<file path="src/rtl/cfg_hdr_pkg.sv">
package cfg_hdr_pkg;
  localparam logic [3:0] CMD_CFG_RD = 4'b1010;
  localparam logic [3:0] CMD_CFG_WR = 4'b1011;

  localparam int IDX_ID      = 0;
  localparam int IDX_CMDSTAT = 1;
  localparam int IDX_CLASS   = 2;
  localparam int IDX_MEMBAR  = 4;
  localparam int IDX_IOBAR   = 5;
  localparam int IDX_ROMBAR  = 12;
  localparam int IDX_INTR    = 15;

  // status bit positions (within the 16-bit status half)
  localparam int ST_MDPE = 8;
  localparam int ST_STA  = 11;
  localparam int ST_RTA  = 12;
  localparam int ST_RMA  = 13;
  localparam int ST_SSE  = 14;
  localparam int ST_DPE  = 15;

  localparam logic [15:0] STICKY_MASK = 16'hF900;
  localparam logic [15:0] CMD_RW_MASK = 16'h03FF;

  function automatic logic [31:0] lane_merge(input logic [31:0] old_v,
                                             input logic [31:0] new_v,
                                             input logic [3:0]  be);
    logic [31:0] r;
    r = old_v;
    for (int k = 0; k < 4; k++) begin
      if (be[k]) r[8*k +: 8] = new_v[8*k +: 8];
    end
    return r;
  endfunction
endpackage

</file>
<file path="src/rtl/cfg_bar.sv">
module cfg_bar
  import cfg_hdr_pkg::*;
#(
  parameter int         SIZE_LOG2  = 12,
  parameter logic [3:0] LOW_BITS   = 4'b0000,
  parameter bit         HAS_ENABLE = 1'b0
) (
  input  logic        clk,
  input  logic        rst_n,
  input  logic        wr_en,
  input  logic [31:0] wdata,
  input  logic [3:0]  be,
  output logic [31:0] rdata,
  output logic        enable
);
  localparam logic [31:0] ADDR_MASK = ~((32'd1 << SIZE_LOG2) - 32'd1);

  logic [31:0] base_q;

  always_ff @(posedge clk) begin
    if (!rst_n)      base_q <= '0;
    else if (wr_en)  base_q <= lane_merge(base_q, wdata, be) & ADDR_MASK;
  end

  generate
    if (HAS_ENABLE) begin : g_en
      logic en_q;
      always_ff @(posedge clk) begin
        if (!rst_n)              en_q <= 1'b0;
        else if (wr_en && be[0]) en_q <= wdata[0];
      end
      assign enable = en_q;
      assign rdata  = base_q | {28'd0, LOW_BITS[3:1], en_q};
    end else begin : g_fixed
      assign enable = 1'b0;
      assign rdata  = base_q | {28'd0, LOW_BITS};
    end
  endgenerate
endmodule

</file>
<file path="src/rtl/cfg_cmd_status.sv">
module cfg_cmd_status
  import cfg_hdr_pkg::*;
#(
  parameter logic [1:0] SEL_TIMING = 2'b01,
  parameter bit         FB2B_CAP   = 1'b1
) (
  input  logic        clk,
  input  logic        rst_n,
  input  logic        wr_en,
  input  logic [31:0] wdata,
  input  logic [3:0]  be,
  input  logic [15:0] evt_set,
  output logic [15:0] cmd_o,
  output logic [15:0] status_o
);
  logic [15:0] cmd_q, cmd_nx;
  logic [15:0] sticky_q, clr;

  always_comb begin
    cmd_nx = cmd_q;
    if (be[0]) cmd_nx[7:0]  = wdata[7:0];
    if (be[1]) cmd_nx[15:8] = wdata[15:8];
    clr = wr_en ? (wdata[31:16] & {{8{be[3]}}, {8{be[2]}}} & STICKY_MASK) : 16'd0;
  end

  always_ff @(posedge clk) begin
    if (!rst_n) begin
      cmd_q    <= '0;
      sticky_q <= '0;
    end else begin
      if (wr_en) cmd_q <= cmd_nx & CMD_RW_MASK;
      sticky_q <= ((sticky_q & ~clr) | evt_set) & STICKY_MASK;
    end
  end

  assign cmd_o    = cmd_q;
  assign status_o = sticky_q | {5'd0, SEL_TIMING, 1'b0, FB2B_CAP, 7'd0};
endmodule

</file>
<file path="src/rtl/cfg_header_regs.sv">
module cfg_header_regs
  import cfg_hdr_pkg::*;
#(
  parameter int          IDX_W         = 6,
  parameter logic [15:0] VENDOR_ID     = 16'hA5C3,
  parameter logic [15:0] DEVICE_ID     = 16'h0B17,
  parameter logic [23:0] CLASS_CODE    = 24'h058000,
  parameter logic [7:0]  REVISION      = 8'h02,
  parameter logic [7:0]  INT_PIN       = 8'h01,
  parameter int          MEM_SIZE_LOG2 = 12,
  parameter logic [1:0]  MEM_TYPE      = 2'b00,
  parameter bit          MEM_PREFETCH  = 1'b0,
  parameter int          IO_SIZE_LOG2  = 8,
  parameter int          ROM_SIZE_LOG2 = 14,
  parameter logic [1:0]  SEL_TIMING    = 2'b01,
  parameter bit          FB2B_CAP      = 1'b1
) (
  input  logic             clk,
  input  logic             rst_n,
  input  logic             req_valid,
  input  logic [3:0]       req_cmd,
  input  logic [IDX_W-1:0] req_index,
  input  logic [3:0]       req_be,
  input  logic [31:0]      req_wdata,
  output logic             rsp_valid,
  output logic [31:0]      rsp_rdata,
  input  logic             evt_parity_det,
  input  logic             evt_serr_sig,
  input  logic             evt_master_abort,
  input  logic             evt_tabort_rcv,
  input  logic             evt_tabort_sig,
  input  logic             evt_master_dpe,
  output logic             io_space_en,
  output logic             mem_space_en,
  output logic             bus_master_en,
  output logic             rom_decode_en
);
  localparam logic [3:0] MEM_LOW = {MEM_PREFETCH, MEM_TYPE, 1'b0};

  logic        is_rd, is_wr;
  int          idx_i;
  logic        wr_cs, wr_mem, wr_io, wr_rom, wr_intr;
  logic [15:0] evt_set, cmd_w, status_w;
  logic [31:0] mem_rd, io_rd, rom_rd, rd_mux;
  logic        mem_en_unused, io_en_unused;
  logic [7:0]  int_line_q;

  assign is_rd = req_valid && (req_cmd == CMD_CFG_RD);
  assign is_wr = req_valid && (req_cmd == CMD_CFG_WR);
  assign idx_i = int'(req_index);

  assign wr_cs   = is_wr && (idx_i == IDX_CMDSTAT);
  assign wr_mem  = is_wr && (idx_i == IDX_MEMBAR);
  assign wr_io   = is_wr && (idx_i == IDX_IOBAR);
  assign wr_rom  = is_wr && (idx_i == IDX_ROMBAR);
  assign wr_intr = is_wr && (idx_i == IDX_INTR);

  always_comb begin
    evt_set         = '0;
    evt_set[ST_DPE] = evt_parity_det;
    evt_set[ST_SSE] = evt_serr_sig;
    evt_set[ST_RMA] = evt_master_abort;
    evt_set[ST_RTA] = evt_tabort_rcv;
    evt_set[ST_STA] = evt_tabort_sig;
    evt_set[ST_MDPE] = evt_master_dpe;
  end

  cfg_cmd_status #(.SEL_TIMING(SEL_TIMING), .FB2B_CAP(FB2B_CAP)) u_cs (
    .clk(clk), .rst_n(rst_n), .wr_en(wr_cs), .wdata(req_wdata), .be(req_be),
    .evt_set(evt_set), .cmd_o(cmd_w), .status_o(status_w)
  );

  cfg_bar #(.SIZE_LOG2(MEM_SIZE_LOG2), .LOW_BITS(MEM_LOW), .HAS_ENABLE(1'b0)) u_mem_bar (
    .clk(clk), .rst_n(rst_n), .wr_en(wr_mem), .wdata(req_wdata), .be(req_be),
    .rdata(mem_rd), .enable(mem_en_unused)
  );

  cfg_bar #(.SIZE_LOG2(IO_SIZE_LOG2), .LOW_BITS(4'b0001), .HAS_ENABLE(1'b0)) u_io_bar (
    .clk(clk), .rst_n(rst_n), .wr_en(wr_io), .wdata(req_wdata), .be(req_be),
    .rdata(io_rd), .enable(io_en_unused)
  );

  cfg_bar #(.SIZE_LOG2(ROM_SIZE_LOG2), .LOW_BITS(4'b0000), .HAS_ENABLE(1'b1)) u_rom_bar (
    .clk(clk), .rst_n(rst_n), .wr_en(wr_rom), .wdata(req_wdata), .be(req_be),
    .rdata(rom_rd), .enable(rom_decode_en)
  );

  always_ff @(posedge clk) begin
    if (!rst_n)                  int_line_q <= '0;
    else if (wr_intr && req_be[0]) int_line_q <= req_wdata[7:0];
  end

  always_comb begin
    case (idx_i)
      IDX_ID:      rd_mux = {DEVICE_ID, VENDOR_ID};
      IDX_CMDSTAT: rd_mux = {status_w, cmd_w};
      IDX_CLASS:   rd_mux = {CLASS_CODE, REVISION};
      IDX_MEMBAR:  rd_mux = mem_rd;
      IDX_IOBAR:   rd_mux = io_rd;
      IDX_ROMBAR:  rd_mux = rom_rd;
      IDX_INTR:    rd_mux = {16'd0, INT_PIN, int_line_q};
      default:     rd_mux = '0;
    endcase
  end

  always_ff @(posedge clk) begin
    if (!rst_n) begin
      rsp_valid <= 1'b0;
      rsp_rdata <= '0;
    end else begin
      rsp_valid <= is_rd || is_wr;
      rsp_rdata <= is_rd ? rd_mux : 32'd0;
    end
  end

  assign io_space_en   = cmd_w[0];
  assign mem_space_en  = cmd_w[1];
  assign bus_master_en = cmd_w[2];
endmodule

</file>
<file path="config.mk">
export PLATFORM = sky130hd
export DESIGN_NAME = cfg_header_regs
export DESIGN_NICKNAME = d
export VERILOG_FILES = /design/src/rtl/cfg_hdr_pkg.sv /design/src/rtl/cfg_bar.sv /design/src/rtl/cfg_cmd_status.sv /design/src/rtl/cfg_header_regs.sv
export SDC_FILE = /design/constraint.sdc
export NUM_CORES = 1
export LEC_CHECK = 0
export ABC_CLOCK_PERIOD_IN_PS = 2150
export BUFFER_PORTS_ARGS = -buffer_cell sky130_fd_sc_hd__buf_2
export CAP_MARGIN = 20
export CELL_PAD_IN_SITES_DETAIL_PLACEMENT = 1
export CELL_PAD_IN_SITES_GLOBAL_PLACEMENT = 1
export CORE_MARGIN = 5
export CORE_UTILIZATION = 43
export DETAILED_ROUTE_END_ITERATION = 6
export PLACE_DENSITY = 0.78
export REMOVE_ABC_BUFFERS = 1
export SLEW_MARGIN = 20
export SYNTH_ARGS = -nofsm -noshare
export SYNTH_HDL_FRONTEND = slang
export SYNTH_HIERARCHICAL = 1
export SYNTH_SLANG_ARGS = --single-unit
export TNS_END_PERCENT = 30
</file>
<file path="constraint.sdc">
create_clock -name clk -period 2.15 [get_ports clk]
set_input_delay 0.1075 -clock clk [delete_from_list [all_inputs] [get_ports clk]]
set_output_delay 0.1075 -clock clk [all_outputs]
set_load 0.01 [all_outputs]
</file>
==> results of run 1 <==
## worst min path at each step
stage,start,endpoint,slack [ps],cells past startpoint
2_1_floorplan,req_wdata[27],u_cs/sticky_q[11],210,1
3_5_place_dp,req_wdata[28],u_cs/sticky_q[12],360,2
3_3_place_gp,req_wdata[11],u_io_bar/base_q[11],350,3
4_1_cts,rst_n,rsp_rdata[1],30,3
5_1_grt,rst_n,rsp_rdata[1],50,3
6_report,rst_n,rsp_rdata[1],40,3
## registers in the layout (all words and copies together) (netlist names)
signal            count
rsp_valid             1
rsp_rdata            32
u_io_bar/base_q      24
u_cs/cmd_o           10
u_rom_bar/enable      1
u_rom_bar/base_q     18
int_line_q            8
u_mem_bar/rdata      20
u_cs/sticky_q         6
## per-stage QoR
stage	worst slack, ps	TNS (ps)
after floorplan	-924.3	-40290
after global placement	315.8	0
after detailed placement	289.3	0
after CTS	265.0	0
after global routing	157.3	0
final	212.5	0
## cells in the final DEF (no fill, tap or decap), types with 2 or more instances in the layout
master         count
clkinv_2           4
mux2i_1           15
buf_4             19
and2_1             6
dfxtp_1          120
buf_12             5
o21ai_0           28
nor2_1             2
nor3_2             2
nand3_1            2
o21ai_1           16
nand2_1           86
a22oi_1           44
bufinv_16          4
inv_1             10
a2bb2oi_1          7
nor2_2             2
a31oi_1           19
dlygate4sd3_1     39
a21oi_1           22
buf_2             90
clkbuf_1           3
conb_1            49
and2_4             8
clkbuf_16         17
nor2b_1           13
or2_2              4
o21ai_2           48
clkbuf_8           2
nand4_1           72
## final cells by class
type | instances | area (sq um)
Tap cell | 176 | 220.2
Clock buffer | 22 | 464.2
Inverter | 10 | 37.54
Timing Repair Buffer | 153 | 1084
Fill cell | 1577 | 6180
Sequential cell | 120 | 2402
Clock inverter | 9 | 147.6
Multi-Input combinational cell | 463 | 2813
## per-layer routing
metal,vias to the layer above,wire (um),share of wire (%),track usage (%)
met4,0,382,2.1,8.770
met2,133,9534,52,41.72
met5,-,0,0,0
met1,2588,7614,42,26.81
li1,2507,-,-,-
met3,31,761,4.2,4.549
## worst register-to-register path, cell delays in order (launching register included)
cell           delay, ps
dfxtp_1              350
o21ai_0              100
a31oi_1              210
dlygate4sd3_1        570
## power breakdown
group          leakage (nW)  total [mW]  switching, mW  internal, mW
sequential            0.968        2.24        0.00563          2.23
clock                 0.300        2.98          0.993          1.98
combinational          1.47       0.318          0.188         0.130
## timing repair
action,in CTS,in global routing
hold buffers,39,0
endpoints found under the setup margin,0,0
hold endpoints to repair,78,0
==> impl_results.md, run 1 <==
* Hold_ws at 41.52 ps
* Core ar. at 13350 sq um
* Final Wtd Congestion at around 0.83
* Reg2Reg Depth at 3
* Crit path DAT at approximately 2200 ps
* Clock Tree Root: clkbuf_16
* Synth Cell Area at 5886 sq um
* Slowest stage cell, crit path: or4_4
* First-pass GRT wire length at approximately 29000 um
* Drt first-iter violations at 338
* Status: complete, no violations
* Mean Syn Cell Area at ~9 sq um
* Data required time of the worst path at 2450 ps
* Top Ports at 92
* Clock sinks at 120
* Worst Clk Skew at around 7.4 ps
* Worst setup EP type: register
* Fin. Hold Viols at 0
* Leak at 2.735 nW
* RR Endpoint: u_cs/sticky_q[14]
* Largest net degree at the start of global routing at ~160
* H-tree depth at 4
* Vias in the first global route at 5657
* Drc violations at 0
* Max transition margin at between 50% and 60%
* RSZ-0062 raised after global routing: no
* Critical Path Max Stage Delay at just under 600 ps
* Worst R2R Start: u_cs/sticky_q[14]
* Total gr overflow at 0
* Worst path cell trace: buf_2, or4_4, nor3_1, buf_4, and2_1, a31oi_1, dlygate4sd3_1
* Initial antenna violation count at 0
* Die area at between 15000 and 20000 sq um
* Antenna cells at 0
* Num CTS Buffers at 17
* Peak VDD IR at between 0.0006 and 0.0007 V
* Global Route Usage Sum at around 23%
* Final Total Pwr at 5.534 mW
* CTS tree: yes
* Layout cells sized above 1 at a little over a quarter
* CP bufs+invs at 3
* Fmax at ~520 MHz
* Slew Limit Fails at 0
* Cell area after layout at between 7000 and 8000 sq um
* Row count at 42
* Pwr per Cell Area at 772.0 nW/um^2
* Post-DRT Antenna Nets at 0
* Cells after Synth at around 660
* PortBufs at 91
* Crit path launch: req_index[5]
* Dpl cells at around 880
* Fin crit period at ~1900 ps
* Routed wire length at 18290 um
* Setup crit start kind: input pin
* Die W at around 130 um
* Initial Utilization at between 40 and 50%
* Clock Latency Late Sink at approximately 420 ps
* Wirelength per Cell at 19.19 um
* Non-filler cells, final at 953
* Util after Layout at 53.70%
* Number of cells on the critical path at 7
* CTS resizes at 0
* Layout Nets at 820
* R2R setup slack at between 800 and 900 ps
* Clk buf depth at 2
* Setup Buffers After CTS at 0
* Clock-pin slew on the worst setup and hold paths at about 50 ps
* Critical Path End: u_cs/sticky_q[14]
* Max Cap Viol at 0
* Drt pass-1 iters at 5
* CP Max Fanout at 6
* Die H at ~130 um
* Delay-heaviest family, CP: simple AND/OR/NAND/NOR gates
* Final period utilization at about nine tenths
* Routed via count at about 5.3k
* Syn-to-layout area delta at 21.79%
* Critical path class: in2reg
* Dpl cell area at slightly above 6000 sq um
* Worst Tran Pin Value at around 700 ps
* Final number of setup-violating endpoints at 0
* Synth warn at 6
* Dpl hpwl at 11390 um
* Via-to-Cell Ratio at approximately 5.5
* Worst hold path type: in2reg
No activity file was read; power rests on OpenSTA's default activity.
==> inputs of run 2 (changes only) <==
--- a/config.mk
+++ b/config.mk
@@ -13,7 +13,7 @@
 export CORE_MARGIN = 5
 export CORE_UTILIZATION = 43
 export DETAILED_ROUTE_END_ITERATION = 6
-export PLACE_DENSITY = 0.78
+export PLACE_DENSITY_LB_ADDON = 0.3
 export REMOVE_ABC_BUFFERS = 1
 export SLEW_MARGIN = 20
 export SYNTH_ARGS = -nofsm -noshare
==> run 2 against run 1 <==
Compared with the run above:
- global-route usage down 0.13 points
- die area unchanged
- non-clock buffer count is the same
- routed wire length down 1.2%
- sequential cell count is the same
- sequential share of layout area shrank 0.058 points
- critical endpoint is now u_cs/sticky_q[15]
- maximum frequency is 3.9% lower
- worst setup slack worse by 78 ps
==> impl_results.md, run 2 (same netlist as run 1, synthesis figures left out) <==
* Comb pwr share at 5.5% (was 5.7%)
* Post-route setup TNS at 0 ps (unchanged)
* Final number of setup-violating endpoints at 0 (unchanged)
* Total gr overflow at 0 (unchanged)
* Largest net degree at the start of global routing at 162 (unchanged)
* Top Ports at 92 (unchanged)
* Initial antenna violation count at 0 (unchanged)
* Critical path class: in2reg (unchanged)
* Max transition margin at 54.27% (was 51.79%)
* Hold_sp: rst_n (unchanged)
* Psw at 1.202 mW (was 1.186 mW)
* Crit path DAT at 2330 ps (was 2240 ps)
* Drt first-iter violations at 384 (was 338)
* Leak at 2.751 nW (was 2.735 nW)
* Worst setup EP type: register (unchanged)
* Clock-pin slew on the worst setup and hold paths at 50 ps (about the same)
* Top reg by flops: rsp_rdata (unchanged)
* Fin. Hold Viols at 0 (unchanged)
* Drt pass-1 iters at 4 (was 5)
* CP Max Fanout at 6 (unchanged)
* Delay-heaviest family, CP: simple AND/OR/NAND/NOR gates (unchanged)
* Final Total Pwr at 5.766 mW (was 5.534 mW)
* Row count at 42 (unchanged)
* Layout Nets at 820 (unchanged)
* Num CTS Buffers at 17 (unchanged)
* First-pass GRT wire length at 29160 um (was 29460 um)
* Max reg flops at 32 (unchanged)
* Initial Utilization at 44.09% (unchanged)
* Worst hold path type: in2reg (unchanged)
* CTS tree: yes (unchanged)
* H-tree depth at 4 (unchanged)
* Max Cap Viol at 0 (unchanged)
* Worst path cell trace: buf_2, or4_4, nor3_1, buf_4, and2_1, a31oi_1, dlygate4sd3_1 (unchanged)
* Global Route Usage Sum at 22.92% (was 23.05%)
* PortBufs at 91 (unchanged)
* Core ar. at 13350 sq um (unchanged)
* Setup crit start kind: input pin (unchanged)
* Clock power frac at 55.6% (was 53.8%)
* Internal power at 4.564 mW (was 4.348 mW)
* Sw frac at 20.84% (was 21.44%)
* Slew Limit Fails at 0 (unchanged)
* Sequential share of power at 38.9% (was 40.5%)
* Fin crit period at 2016 ps (was 1938 ps)
* Drc violations at 0 (unchanged)
* Hold_ws at 58.83 ps (was 41.52 ps)
* Status: complete, no violations (unchanged)
* Clock Latency Late Sink at 430 ps (was 420 ps)
* Final period utilization at 93.76% (was 90.12%)
* Dpl cells at 884 (was 883)
* Clock sinks at 120 (unchanged)
* Wirelength per Cell at 18.96 um (was 19.19 um)
* CTS resizes at 0 (unchanged)
* Die W at 127.0 um (unchanged)
* Die area at 16130 sq um (unchanged)
* Pwr per Cell Area at 802.9 nW/um^2 (was 772.0 nW/um^2)
* Slowest stage cell, crit path: or4_4 (unchanged)
* CP bufs+invs at 3 (unchanged)
* Crit path launch: req_index[5] (unchanged)
* Critical Path Max Stage Delay at 580 ps (was 590 ps)
* Most common cell after layout, fill and taps aside: dfxtp_1 (unchanged)
* Final Wtd Congestion at 0.8336 (was 0.8315)
* Fmax at 496.1 MHz (was 516.1 MHz)
* Clk buf depth at 2 (unchanged)
* Non-filler cells, final at 953 (unchanged)
* Data required time of the worst path at 2460 ps (was 2450 ps)
* Layout cells sized above 1 at 27.41% (was 27.16%)
* Die H at 127.0 um (unchanged)
* Syn-to-layout area delta at 22.00% (was 21.79%)
* Routed via count at 5180 (was 5259)
* Via-to-Cell Ratio at 5.435 (was 5.518)
* Commonest cells after routing, fill and taps aside: dfxtp_1 (120), buf_2 (90), nand2_1 (86), nand4_1 (72), conb_1 (49) (unchanged)
* Setup Buffers After CTS at 0 (unchanged)
* Clock Tree Root: clkbuf_16 (unchanged)
* Vias in the first global route at 5655 (was 5657)
* Post-DRT Antenna Nets at 0 (unchanged)
* Routed wire length at 18070 um (was 18290 um)
* Dpl hpwl at 11420 um (was 11390 um)
* FILL cells at 1613 (was 1577)
* Worst Clk Skew at 7.174 ps (was 7.417 ps)
* Antenna cells at 0 (unchanged)
* Util after Layout at 53.80% (was 53.70%)
* Peak VDD IR at 0.0005943 V (was 0.0006064 V)
* RSZ-0062 raised after global routing: no (unchanged)
* Worst R2R Start: u_cs/sticky_q[15] (was u_cs/sticky_q[14])
* Worst Tran Pin Value at 686.0 ps (was 716.5 ps)
[run 2: path summary, 6_finish.rpt]
check                         end  slack (ps)  cells after the start
max             u_cs/sticky_q[15]         130                      7
min                  rsp_rdata[1]          60                      3
max reg2reg     u_cs/sticky_q[15]         880                      3
min reg2reg  u_rom_bar/base_q[23]         450                      2
[run 2: through the flow]
stage / worst slack (ps) / area, sq um
2_1_floorplan: -924.3 / 5243
3_3_place_gp: 284.5 / 6136
3_5_place_dp: 269.0 / 6136
4_1_cts: 183.8 / 7181
5_1_grt: 107.7 / 7181
6_report: 134.2 / 7181
[run 2: cell type report]
class                      instances  area (sq um)  area share (%)
clock buffer                      24         501.7           6.987
clock inverter                     7         162.7           2.265
inverter                          10         37.54          0.5227
multi-input combinational        463          2813           39.17
sequential                       120          2402           33.46
tap                              176         220.2           3.067
timing repair buffer             153          1044           14.53
[run 2: per-layer routing]
layer / wire length (um) / part of all wire (%) / track usage (%) / up-vias
li1: - / - / - / 2504
met1: 7552 / 42 / 26.57 / 2538
met2: 9370 / 52 / 40.75 / 108
met3: 742 / 4.1 / 5.342 / 30
met4: 401 / 2.2 / 9.211 / 0
met5: 0 / 0 / 0 / -
[run 2: what timing repair did]
action,4_1_cts,5_1_grt
hold buffers,38,0
setup endpoints to repair,0,0
hold endpoints to repair,84,0
[run 2: worst reg2reg max path, cell delays in order (launching register included)]
cell and delay, ps:
dfxtp_1 330, o21ai_0 100, a31oi_1 220, dlygate4sd3_1 560
[run 2: power groups by stage]
stage | Clock (mW) | Sequential [mW] | Combinational, mW
final | 3.21 | 2.24 | 0.317
after global routing | 3.36 | 2.24 | 0.348
after CTS | 3.24 | 2.24 | 0.310
after detailed placement | 0 | 2.29 | 0.253
after global placement | 0 | 2.29 | 0.244
after floorplan | 0 | 2.28 | 0.0694
